===== src/rtl/par_uart_bridge.sv =====
`timescale 1ns/1ps
module par_uart_bridge #(
  parameter int W = 8
) (
  input  logic         clk,
  input  logic         rst_n,
  input  logic         use_serial_i,
  output logic [W-1:0] rx_data_o,
  output logic         rx_ready_o,
  input  logic         rx_clr_n_i,
  input  logic [W-1:0] tx_data_i,
  input  logic         tx_load_n_i,
  output logic         tx_empty_o,
  input  logic [W-1:0] h_in_data_i,
  input  logic         h_in_stb_i,
  output logic         h_in_ack_o,
  output logic [W-1:0] h_out_data_o,
  output logic         h_out_stb_o,
  input  logic         h_out_ack_i,
  input  logic [W-1:0] ser_rx_data_i,
  input  logic         ser_rx_ready_i,
  input  logic         ser_tx_empty_i,
  output logic         ser_rx_clr_n_o,
  output logic [W-1:0] ser_tx_data_o,
  output logic         ser_tx_load_n_o
);

  logic [1:0]   stb_sync, ack_sync;
  logic         stb_prev, load_prev;
  logic [W-1:0] rx_q, tx_q;
  logic         dr_q, hack_q, hstb_q, tbre_q, wait_rel_q;

  wire stb_s    = stb_sync[1];
  wire ack_s    = ack_sync[1];
  wire stb_rise = stb_s & ~stb_prev;
  wire stb_fall = ~stb_s & stb_prev;
  wire clr_req  = ~use_serial_i & ~rx_clr_n_i;
  wire load_req = ~use_serial_i & load_prev & ~tx_load_n_i & tbre_q;

  always_ff @(posedge clk or negedge rst_n) begin
    if (!rst_n) begin
      stb_sync  <= '0;
      ack_sync  <= '0;
      stb_prev  <= 1'b0;
      load_prev <= 1'b1;
    end else begin
      stb_sync  <= {stb_sync[0], h_in_stb_i};
      ack_sync  <= {ack_sync[0], h_out_ack_i};
      stb_prev  <= stb_s;
      load_prev <= tx_load_n_i;
    end
  end

  // receive path: capture wins over a simultaneous clear
  always_ff @(posedge clk or negedge rst_n) begin
    if (!rst_n) begin
      rx_q   <= '0;
      dr_q   <= 1'b0;
      hack_q <= 1'b0;
    end else begin
      if (stb_rise) begin
        rx_q   <= h_in_data_i;
        dr_q   <= 1'b1;
        hack_q <= 1'b1;
      end else begin
        if (stb_fall) hack_q <= 1'b0;
        if (clr_req)  dr_q   <= 1'b0;
      end
    end
  end

  // transmit path
  always_ff @(posedge clk or negedge rst_n) begin
    if (!rst_n) begin
      tx_q       <= '0;
      hstb_q     <= 1'b0;
      tbre_q     <= 1'b1;
      wait_rel_q <= 1'b0;
    end else if (load_req) begin
      tx_q       <= tx_data_i;
      hstb_q     <= 1'b1;
      tbre_q     <= 1'b0;
      wait_rel_q <= 1'b0;
    end else if (hstb_q && ack_s) begin
      hstb_q     <= 1'b0;
      wait_rel_q <= 1'b1;
    end else if (wait_rel_q && !ack_s) begin
      wait_rel_q <= 1'b0;
      tbre_q     <= 1'b1;
    end
  end

  assign rx_data_o       = use_serial_i ? ser_rx_data_i  : rx_q;
  assign rx_ready_o      = use_serial_i ? ser_rx_ready_i : dr_q;
  assign tx_empty_o      = use_serial_i ? ser_tx_empty_i : tbre_q;
  assign ser_rx_clr_n_o  = use_serial_i ? rx_clr_n_i  : 1'b1;
  assign ser_tx_load_n_o = use_serial_i ? tx_load_n_i : 1'b1;
  assign ser_tx_data_o   = tx_data_i;
  assign h_in_ack_o      = hack_q;
  assign h_out_data_o    = tx_q;
  assign h_out_stb_o     = hstb_q;

  assert_dr_with_ack_R2: assert property (@(posedge clk) disable iff (!rst_n)
    $rose(dr_q) |-> hack_q);
  assert_bus_hold_R3: assert property (@(posedge clk) disable iff (!rst_n)
    $fell(dr_q) |-> $stable(rx_q));
  assert_ack_release_R4: assert property (@(posedge clk) disable iff (!rst_n)
    $fell(hack_q) |-> !stb_s);
  assert_busy_no_load_R5: assert property (@(posedge clk) disable iff (!rst_n)
    !tbre_q |=> $stable(tx_q));
  assert_empty_after_release_R6: assert property (@(posedge clk) disable iff (!rst_n)
    $rose(tbre_q) |-> !ack_s && !hstb_q);
  assert_serial_ignores_load_R7: assert property (@(posedge clk) disable iff (!rst_n)
    !$stable(tx_q) |-> !$past(use_serial_i));
endmodule


===== config.mk =====
export PLATFORM = sky130hd
export DESIGN_NAME = par_uart_bridge
export DESIGN_NICKNAME = d
export VERILOG_FILES = /design/src/rtl/par_uart_bridge.sv
export SDC_FILE = /design/constraint.sdc
export NUM_CORES = 1
export LEC_CHECK = 0
export ABC_AREA = 0
export CORE_UTILIZATION = 30
export CTS_BUF_LIST = sky130_fd_sc_hd__clkbuf_8 sky130_fd_sc_hd__clkbuf_16
export CTS_CLUSTER_DIAMETER = 200
export DETAILED_ROUTE_END_ITERATION = 16
export PLACE_DENSITY = 0.6
export SYNTH_ARGS = -nofsm -noshare
export SYNTH_HDL_FRONTEND = slang
export SYNTH_SLANG_ARGS = --single-unit

===== constraint.sdc =====
create_clock -name clk -period 1.7 [get_ports clk]
set_clock_uncertainty 0.05 [all_clocks]
set_input_delay 0.34 -clock clk [delete_from_list [all_inputs] [get_ports clk]]
set_output_delay 0.34 -clock clk [all_outputs]
set_load 0.005 [all_outputs]

=== After elaboration in Yosys (flattened, before gate mapping) ===
Index checks and enable logic that the tools add are counted.

* Reduce and logical (&&, ||, !) cells: 9
* Muxes and demuxes: 17
* Bitwise operators: 11
* Equal/unequal tests: 1

{| class="wikitable"
|+ Operators with widths
! cell !! number
|-
| $mux 1 || 16
|-
| $mux 8 || 1
|-
| $reduce_bool 2->1 || 4
|-
| $and 1x1->1 || 6
|-
| $not 1->1 || 5
|-
| $reduce_bool 3->1 || 1
|-
| $logic_and 1x1->1 || 2
|-
| $ne 2x2->1 const B || 1
|-
| $reduce_and 2->1 || 1
|-
| $logic_not 1->1 || 1
|}

* Bits of input ports: 33
* Word-level logic and storage cells: 49
* Bits in registers: 27
* Output and inout port bits: 30

=== Longest topological paths before layout ===
* Word-level depth: 6
* Gate-level depth with buffers: 4
* Mapped depth without buffers: 3

=== Worst setup path before layout ===
Ideal clock, no wire load.

* Path type: reg-to-reg
* Start: register tbre_q
* End: register tx_q[0], in the netlist h_out_data_o[0]
* Arrival time: 1.177 ns
* Period minus slack after synthesis: 1.352 ns
* Library setup time: 0.125 ns
* Cell stages (with the launch flop): 4
* Path buffers: 1
* Path slack: 0.348 ns
* Data required time: 1.525 ns
* Cell sequence: dfstp_2 -> and4bb_1 -> buf_6 -> mux2_4

* Longest elaborated chain between the ends: 1

{| class="wikitable"
|+ Ends and longest elaborated chain
! item !! line !! source
|-
| start, declared || 31 || <nowiki>logic dr_q, hack_q, hstb_q, tbre_q, wait_rel_q;</nowiki>
|-
| start signal, assigned || 77 || <nowiki>tbre_q <= 1'b1;</nowiki>
|-
| start signal, assigned || 82 || <nowiki>tbre_q <= 1'b0;</nowiki>
|-
| start signal, assigned || 89 || <nowiki>tbre_q <= 1'b1;</nowiki>
|-
| $and 1x1->1 || 38 || <nowiki>wire load_req = ~use_serial_i & load_prev & ~tx_load_n_i & tbre_q;</nowiki>
|-
| end signal, assigned || 80 || <nowiki>tx_q <= tx_data_i;</nowiki>
|-
| end, declared || 30 || <nowiki>logic [W-1:0] rx_q, tx_q;</nowiki>
|}

Every way passes these cells.
A chain may end at the register's enable or synchronous reset.

=== Worst setup path in the final report ===
* Start: input port ser_rx_data_i[4]
* End: output port rx_data_o[4]

* Longest elaborated chain between the ends: 1

{| class="wikitable"
|+ Ends and longest elaborated chain
! item !! line !! source
|-
| start, declared || 20 || <nowiki>input logic [W-1:0] ser_rx_data_i,</nowiki>
|-
| $mux 8 || 93 || <nowiki>assign rx_data_o = use_serial_i ? ser_rx_data_i : rx_q;</nowiki>
|-
| end, declared || 8 || <nowiki>output logic [W-1:0] rx_data_o,</nowiki>
|}

Every way passes these cells.

==> results.cfg <==
[outcome]
outcome = finished clean

[global_routing]
grt_max_degree = 28
grt_pass1_wl_mm = 4.008
grt_use_total = 0.1295
gr-total-overflow = 0
antenna_found_initial = 0
grt_pass1_vias = 868

[critical_path]
worstPathArrival_ps = 1280
criticalPathCategory = input port to primary output
end_kind = primary output
start_kind = input port
cp_max_fo = 1
worstPathRequired_ps = 1310
r2r.worst_path.cells = 3

[sta]
fin_ws_ps = 31.92
finalSetupViolations = 0
final_max_slew_viol_count = 0
rsz0062_at_grt = no
relSlewSlack = 0.7042
fmax_ghz = 0.5995
finalHoldViolCount = 0
final.period_utilization = 0.9812
worst-slew-pin-transition_ps = 443.7
min_period_ps = 1668

[synth]
yosysMostFrequentCell = dfrtp_1
avgSynthCellArea_um2 = 14.69
synth_commonest_cells = dfrtp_1, mux2_2, buf_4
netlist_area_um2 = 1175
synthMuxAreaShare = 0.2716
syn_inst = 80
syn_nets = 114
synth_edf_count = 0
synthAdderAreaFrac = 0.01065
synth_xor_area_frac = 0
synth_compound_area_frac = 0.02343
synth.largest_area_cell = dfrtp_1
synth-seq-cells = 27
ys_top_cells_by_area = dfrtp_1, mux2_2, mux2_4
synth-seq-area-share = 0.5772
synth_warnings = 0
synth.distinct_cells = 16
synth_top_family_by_area = multiplexers
yosys.area_share.simple = 0.03834
synth_top_area_frac = 0.5325
ys.flop_type = dfrtp_1
async_flop_share = 1.000

[placed_design]
post_dp_cell_area_um2 = 1829
place_hpwl_mm = 1.802
io_buffers = 62
gp_congestion = 0.6294
place_ws_ps = -471.0
dpl.cell_count = 183

[cts]
cts_buffers = 3
cts_htree_levels = 1
clk_latency_ps = 270
clockBufferDepth = 2
cts_tree = done
clock-root-buffer = clkbuf_8
clkTransAtPathRegs_ps = 90
cts_sinks = 27

[finish]
fin_area_um2 = 1892
utilization = 0.5091
n_fill_cell = 334
multi_input_area_um2 = 404.1
final_nets = 176
drive_above_1_share = 0.2766
post_layout_nonfiller_instances = 189
diodes = 0
regArea_um2 = 678.2
areaGrowthSynthToFinish_pct = 61.02

[power]
power.density_nw_per_um2 = 1001
p_leak_nw = 0.8663
ir_drop_uv = 547.7

[detailed_routing]
antenna_left = 0
detail_route.wl_per_cell_um = 12.84
drt_first_pass_iters = 4
num_vias = 795
wirelength_mm = 2.427
route.detailed.drc = 0
drt_iter0_drc = 13
viasPerCell = 4.206

[floorplanning]
start_util = 0.3162
std_cell_rows = 22
die_h_um = 64.58
num_io_pins = 63
dieWidth_um = 64.58
die_area_um2 = 4171
core_um2 = 3716

[worst_hold_path]
worstHoldPathCells = 1
hp-class = input port to register

[flow_run]
cap_violations = 0
through the flow:
step	hold WS, ps	TNS, ps	power [mW]
global route	277.0	0	2.016
CTS	281.0	0	1.932
finish	287.2	0	1.893
global placement	285.3	-7051	1.568
floorplan	-5.591	0	1.159
detailed placement	284.7	-6924	1.582
kinds of logic after synthesis:
family | Yosys count
adder cells (fa/ha/maj) | 1
AO/OA/AOI/OAI | 5
AND/OR/NAND/NOR | 7
flip-flops | 27
multiplexers | 26
buffers and inverters | 14
state kept, by name (all words and copies together), names as in the netlist, 2 cells and up:
register and flops:
ack_sync 2, stb_sync 2, h_out_data_o 8, rx_q 8
power breakdown:
group	internal, mW	switching, mW	total, mW
clock	0.164	0.192	0.356
sequential	0.806	0.0801	0.886
combinational	0.478	0.173	0.651
area by class of cell:
| cell class | instances | area share |
|---|---|---|
| repair buffers | 68 | 0.3657 |
| flip-flops and latches | 27 | 0.3585 |
| multi-input cells | 39 | 0.2136 |
| well taps | 48 | 0.03175 |
| clock buffers | 3 | 0.02183 |
| inverters | 3 | 0.005952 |
| clock inverters | 1 | 0.002646 |
placed cells by master (no fill, tap or decap), types with 2 or more instances in the layout:
| cell type | instances |
|---|---|
| clkdlybuf4s50_1 | 38 |
| dfrtp_1 | 25 |
| dlygate4sd2_1 | 21 |
| mux2_2 | 19 |
| mux2_4 | 7 |
| nand2b_1 | 4 |
| buf_4 | 4 |
| inv_1 | 3 |
| o21ai_0 | 3 |
| clkbuf_8 | 3 |
| dlymetal6s2s_1 | 2 |
| dfstp_2 | 2 |
| buf_12 | 2 |
worst max-delay path, stage by stage:
cell             delay, ps
clkdlybuf4s50_1        410
mux2_2                 260
dlygate4sd2_1          260
path summary, 6_finish.rpt:
path                                    to              from  slack (ps)
min in group asynchronous  h_out_data_o[1]             rst_n         390
min                              load_prev       tx_load_n_i         290
max in group asynchronous           tbre_q             rst_n         920
max reg2reg                h_out_data_o[3]            tbre_q         240
min reg2reg                    stb_sync[1]       stb_sync[0]         300
max                           rx_data_o[4]  ser_rx_data_i[4]          30
layer usage:
metal	GRT usage	part of all wire
met4	0.04167	0.011
met3	0.04049	0.052
met1	0.1607	0.46
met2	0.2132	0.47
met5	0	0
timing repair:
action	in CTS	in global routing
endpoints found under the setup margin	20	5
hold buffers	0	0
resized for setup	25	3
gates cloned	1	0
setup buffers	1	0
Note: power is estimated with default switching activity, not from simulation.
